`src/rtl/vga_bar_pkg.sv`:
```
package vga_bar_pkg;

  // true when pos lies in [lo, lo+len)
  function automatic logic in_span(input int unsigned pos,
                                   input int unsigned lo,
                                   input int unsigned len);
    return (pos >= lo) && (pos < lo + len);
  endfunction

  // single-bit select of a coordinate
  function automatic logic coord_bit(input int unsigned value,
                                     input int unsigned idx);
    return ((value >> idx) & 1) == 1;
  endfunction

  // outer one-pixel frame of the visible area
  function automatic logic on_edge(input int unsigned x,
                                   input int unsigned y,
                                   input int unsigned w,
                                   input int unsigned h);
    return (x == 0) || (y == 0) || (x == w - 1) || (y == h - 1);
  endfunction

endpackage

```
`src/rtl/vga_axis_counter.sv`:
```
module vga_axis_counter #(
  parameter int TOTAL = 800,
  parameter int W     = $clog2(TOTAL)
) (
  input  logic         clk,
  input  logic         rst,
  input  logic         adv,
  output logic [W-1:0] count,
  output logic         wrap
);
  localparam logic [W-1:0] LAST = W'(TOTAL - 1);

  assign wrap = adv && (count == LAST);

  always_ff @(posedge clk) begin
    if (rst)       count <= '0;
    else if (wrap) count <= '0;
    else if (adv)  count <= count + 1'b1;
  end
endmodule

```
`src/rtl/vga_sync_decode.sv`:
```
module vga_sync_decode #(
  parameter int ACTIVE = 640,
  parameter int FRONT  = 16,
  parameter int SYNC   = 96,
  parameter int W      = 10
) (
  input  logic [W-1:0] pos,
  output logic         visible,
  output logic         sync_n
);
  import vga_bar_pkg::*;
  localparam int SYNC_START = ACTIVE + FRONT;

  always_comb begin
    visible = (32'(pos) < ACTIVE);
    sync_n  = !in_span(32'(pos), SYNC_START, SYNC);
  end
endmodule

```
`src/rtl/vga_bar_painter.sv`:
```
module vga_bar_painter #(
  parameter int H_ACTIVE   = 640,
  parameter int V_ACTIVE   = 480,
  parameter int XW         = 10,
  parameter int YW         = 10,
  parameter int COLOR_W    = 8,
  parameter int STRIPE_BIT = 3,
  parameter int BAND_BIT   = 4
) (
  input  logic [XW-1:0]      x,
  input  logic [YW-1:0]      y,
  input  logic               visible,
  output logic [COLOR_W-1:0] r,
  output logic [COLOR_W-1:0] g,
  output logic [COLOR_W-1:0] b
);
  import vga_bar_pkg::*;
  localparam logic [COLOR_W-1:0] FULL = '1;

  logic edge_px, stripe_on, band_on;

  always_comb begin
    edge_px   = on_edge(32'(x), 32'(y), H_ACTIVE, V_ACTIVE);
    stripe_on = coord_bit(32'(x), STRIPE_BIT);
    band_on   = coord_bit(32'(y), BAND_BIT);
    r = '0;
    g = '0;
    b = '0;
    if (visible) begin
      if (edge_px) begin
        r = FULL;
        g = FULL;
        b = FULL;
      end else begin
        r = stripe_on ? FULL : '0;
        b = band_on   ? FULL : '0;
      end
    end
  end
endmodule

```
`src/rtl/vga_bar_timing_gen.sv`:
```
module vga_bar_timing_gen #(
  parameter int H_ACTIVE   = 640,
  parameter int H_FRONT    = 16,
  parameter int H_SYNC     = 96,
  parameter int H_BACK     = 48,
  parameter int V_ACTIVE   = 480,
  parameter int V_FRONT    = 10,
  parameter int V_SYNC     = 2,
  parameter int V_BACK     = 33,
  parameter int COLOR_W    = 8,
  parameter int STRIPE_BIT = 3,
  parameter int BAND_BIT   = 4,
  localparam int H_TOTAL   = H_ACTIVE + H_FRONT + H_SYNC + H_BACK,
  localparam int V_TOTAL   = V_ACTIVE + V_FRONT + V_SYNC + V_BACK,
  localparam int XW        = $clog2(H_TOTAL),
  localparam int YW        = $clog2(V_TOTAL)
) (
  input  logic               clk,
  input  logic               rst,
  output logic               hsync_n,
  output logic               vsync_n,
  output logic               de,
  output logic [XW-1:0]      pix_x,
  output logic [YW-1:0]      pix_y,
  output logic [COLOR_W-1:0] red,
  output logic [COLOR_W-1:0] green,
  output logic [COLOR_W-1:0] blue
);
  // raster position and its events
  logic [XW-1:0] h_cnt;
  logic [YW-1:0] v_cnt;
  logic          line_end;
  logic          frame_end;

  vga_axis_counter #(.TOTAL(H_TOTAL), .W(XW)) u_hcnt (
    .clk(clk), .rst(rst), .adv(1'b1), .count(h_cnt), .wrap(line_end)
  );

  vga_axis_counter #(.TOTAL(V_TOTAL), .W(YW)) u_vcnt (
    .clk(clk), .rst(rst), .adv(line_end), .count(v_cnt), .wrap(frame_end)
  );

  // per-axis window decode
  logic h_vis, v_vis, h_sync_n, v_sync_n, vis_area;

  vga_sync_decode #(.ACTIVE(H_ACTIVE), .FRONT(H_FRONT), .SYNC(H_SYNC), .W(XW)) u_hdec (
    .pos(h_cnt), .visible(h_vis), .sync_n(h_sync_n)
  );

  vga_sync_decode #(.ACTIVE(V_ACTIVE), .FRONT(V_FRONT), .SYNC(V_SYNC), .W(YW)) u_vdec (
    .pos(v_cnt), .visible(v_vis), .sync_n(v_sync_n)
  );

  assign vis_area = h_vis && v_vis;

  // image
  logic [COLOR_W-1:0] r_nxt, g_nxt, b_nxt;

  vga_bar_painter #(
    .H_ACTIVE(H_ACTIVE), .V_ACTIVE(V_ACTIVE), .XW(XW), .YW(YW),
    .COLOR_W(COLOR_W), .STRIPE_BIT(STRIPE_BIT), .BAND_BIT(BAND_BIT)
  ) u_paint (
    .x(h_cnt), .y(v_cnt), .visible(vis_area), .r(r_nxt), .g(g_nxt), .b(b_nxt)
  );

  // one output stage so every output moves on the same edge
  always_ff @(posedge clk) begin
    if (rst) begin
      hsync_n <= 1'b1;
      vsync_n <= 1'b1;
      de      <= 1'b0;
      pix_x   <= '0;
      pix_y   <= '0;
      red     <= '0;
      green   <= '0;
      blue    <= '0;
    end else begin
      hsync_n <= h_sync_n;
      vsync_n <= v_sync_n;
      de      <= vis_area;
      pix_x   <= h_cnt;
      pix_y   <= v_cnt;
      red     <= r_nxt;
      green   <= g_nxt;
      blue    <= b_nxt;
    end
  end
endmodule

```
`config.mk`:
```
export PLATFORM = sky130hd
export DESIGN_NAME = vga_bar_timing_gen
export DESIGN_NICKNAME = d
export VERILOG_FILES = /design/src/rtl/vga_bar_pkg.sv /design/src/rtl/vga_axis_counter.sv /design/src/rtl/vga_sync_decode.sv /design/src/rtl/vga_bar_painter.sv /design/src/rtl/vga_bar_timing_gen.sv
export SDC_FILE = /design/constraint.sdc
export NUM_CORES = 1
export LEC_CHECK = 0
export ABC_AREA = 0
export CAP_MARGIN = 20
export CORE_MARGIN = 4
export CORE_UTILIZATION = 36
export DETAILED_ROUTE_END_ITERATION = 10
export GPL_ROUTABILITY_DRIVEN = 0
export PLACE_DENSITY = 0.68
export SYNTH_ARGS = -nofsm -noshare
export SYNTH_HDL_FRONTEND = slang
export SYNTH_HIERARCHICAL = 1
export SYNTH_SLANG_ARGS = --single-unit
```
`constraint.sdc`:
```
create_clock -name clk -period 3.5 [get_ports clk]
set_input_delay 0.7 -clock clk [delete_from_list [all_inputs] [get_ports clk]]
set_output_delay 0.7 -clock clk [all_outputs]
set_load 0.01 [all_outputs]
```
==> reports/summary.txt <==
DR WL met2 - 2.112 mm
Slew headroom - 41.26%
Hold Crit Start - u_hcnt/count[9]
Worst Path Buf+Inv - 0
Vias/cell - 4.544
die height - 92.99 µm
number of diodes - 0
vias after detailed routing - 1,754
terminus of the critical flop-to-flop path - u_vcnt/count[8]
share of layout cells above drive strength 1 - 8.621%
WL final - 4.537 mm
Tcrit/Tclk final - 64.78%
Max IR drop VDD - 0.1814 mV
Final ANT Viol Nets - 0
status - complete, no violations
Max Used Layer - met4
WP data required - 3.76 ns
die width - 92.99 µm
GRT overflow - 0
Post-Syn Nets - 259
crit path kind - reg -> reg
Met3 Wirelength - 268 µm
Final Hold Viols - 0
I/O pins - 49
R2R cell count - 6
core box area - 6907 µm²
Slew Viols, Final - 0
DP HPWL - 3.124 mm
Achievable Freq - 441.0 MHz
final setup violation count - 0
cells after synthesis - 254
setup bufs post-CTS - 0
crit path cell chain - nor4b_1 > and2_1 > and3_1 > nand4_1 > or4_1 > a21oi_1
root buffer cell - clkbuf_8
CTS Hold Bufs - 0
filler cell count - 673
nets@finish - 290
I/O Buffers - 48
Total Power - 1.424 mW
slowest stage cell on the critical path - or4_1
drt first pass iters - 4
Worst Tran Pin Value - 0.8811 ns
CTS tree - built
clk_skew - 0.004639 ns
crit-path max cell delay - 0.54 ns
maxcap violations - 0
Hold Path Class - reg -> reg
Post-CTS Resized - 0
CP Max Fanout - 12
fin crit period - 2.267 ns
H-tree depth - 3
first-pass GRT wire length - 7.686 mm
CTS buffer count - 9
worst hold endpoint - pix_x[9]
utilization after layout - 45.78%
setup TNS - 0 ns
r2r startpoint - u_hcnt/count[5]
RSZ-0062 raised after global routing - no
clk_lat worst skew - 0.32 ns
vias in the first global route - 1,635
DRT iter0 DRCs - 138
FF-to-FF setup slack - 1.23 ns
Area Overhead vs Synth - 21.61%
Post-Route M1 WL - 2.122 mm
largest net degree at the start of global routing - 56
DP Area - 2982 µm²
DRC viols - 0
Syn. warnings - 6
Synth Cell Area - 2600 µm²
Worst setup EP type - flip-flop
wire per inst - 11.75 µm
# rows - 30
GRT Resource Usage Total - 11.09%
Hold Path Depth - 1
CP startpoint kind - flip-flop
mean post-synth cell area - 10.24 µm²
Sink Count - 67
critical path's top delay family - simple AND/OR/NAND/NOR gates
Pwr per Cell Area - 450.5 nW/µm²
Die ar. - 8646 µm²
leakage - 1.155 nW
CTS Buffer Depth - 2
Worst EP arrival - 2.53 ns
initial antenna violation count - 0
Initial Util - 37.64%
Worst-path clk slew - 0.07 ns
WHS - 0.5620 ns
design area - 3162 µm²
==> cell type report <==
class                           instances  area (µm²)  share of cell area, %
Inverter                                3       11.26                 0.3562
Sequential cell                        67        1341                  42.42
Tap cell                               96       120.1                  3.799
Multi-Input combinational cell        156        1033                  32.69
Timing Repair Buffer                   48       475.5                  15.04
Clock inverter                          4       25.02                 0.7915
Clock buffer                           12       155.1                  4.907
==> metrics by stage <==
| stage | worst slack [ns] | cells |
|---|---|---|
| 6_report | 1.233 | 386 |
| 5_1_grt | 0.9244 | 386 |
| 4_1_cts | 1.224 | 386 |
| 3_5_place_dp | 1.238 | 370 |
| 3_3_place_gp | 1.314 | 370 |
| 2_1_floorplan | 1.518 | 254 |
==> worst max path at each step <==
stage	end	slack [ns]	start	cells after the start
after floorplan	u_vcnt/count[8]	1.52	u_hcnt/count[5]	7
after global placement	u_vcnt/count[8]	1.31	u_hcnt/count[5]	6
after detailed placement	u_vcnt/count[8]	1.24	u_hcnt/count[5]	6
after CTS	u_vcnt/count[8]	1.22	u_hcnt/count[5]	6
after global routing	u_vcnt/count[9]	0.92	u_hcnt/count[5]	6
final	u_vcnt/count[8]	1.23	u_hcnt/count[5]	6
==> sequential cells by signal, summed over array words and instances (netlist names) <==
register / cells
green: 8
u_hcnt/count: 10
blue: 8
hsync_n: 1
pix_y: 10
vsync_n: 1
de: 1
red: 8
pix_x: 10
u_vcnt/count: 10
==> cells in the final DEF, fill, tap and decap left out, types with 2 or more instances in the layout <==
master / count
nand4_1: 12
ha_1: 3
clkinvlp_4: 2
a21oi_1: 8
inv_1: 3
clkdlybuf4s50_1: 47
nor2b_1: 45
o21ai_0: 4
dfxtp_1: 67
nand3_1: 3
xor2_1: 6
xnor2_1: 2
or3_2: 2
and2_1: 3
nor2_1: 13
nand2_1: 9
or4_1: 11
o21a_1: 2
or2_1: 2
nor4_1: 4
o31ai_1: 5
clkbuf_8: 11
mux2i_1: 2
and3_1: 3
clkinv_2: 2
==> worst reg2reg max path: cells and delay by family, from the launching register on <==
family          cells  cell delay, ns
simple gates        5            1.68
compound gates      1            0.15
flops               1            0.39
==> power by group <==
part	leakage [nW]	total [mW]	internal, mW	switching [mW]
clock network	0.0884	0.560	0.293	0.267
registers	0.550	0.790	0.782	0.00866
logic	0.517	0.0737	0.0391	0.0346
==> per-layer routing <==
metal  GRT usage, %  up-vias
li1               -      913
met3          4.023        2
met4          4.762        0
met5              0        -
met2          17.16       46
met1          13.88      793
Note: power is estimated with default switching activity, not from simulation.
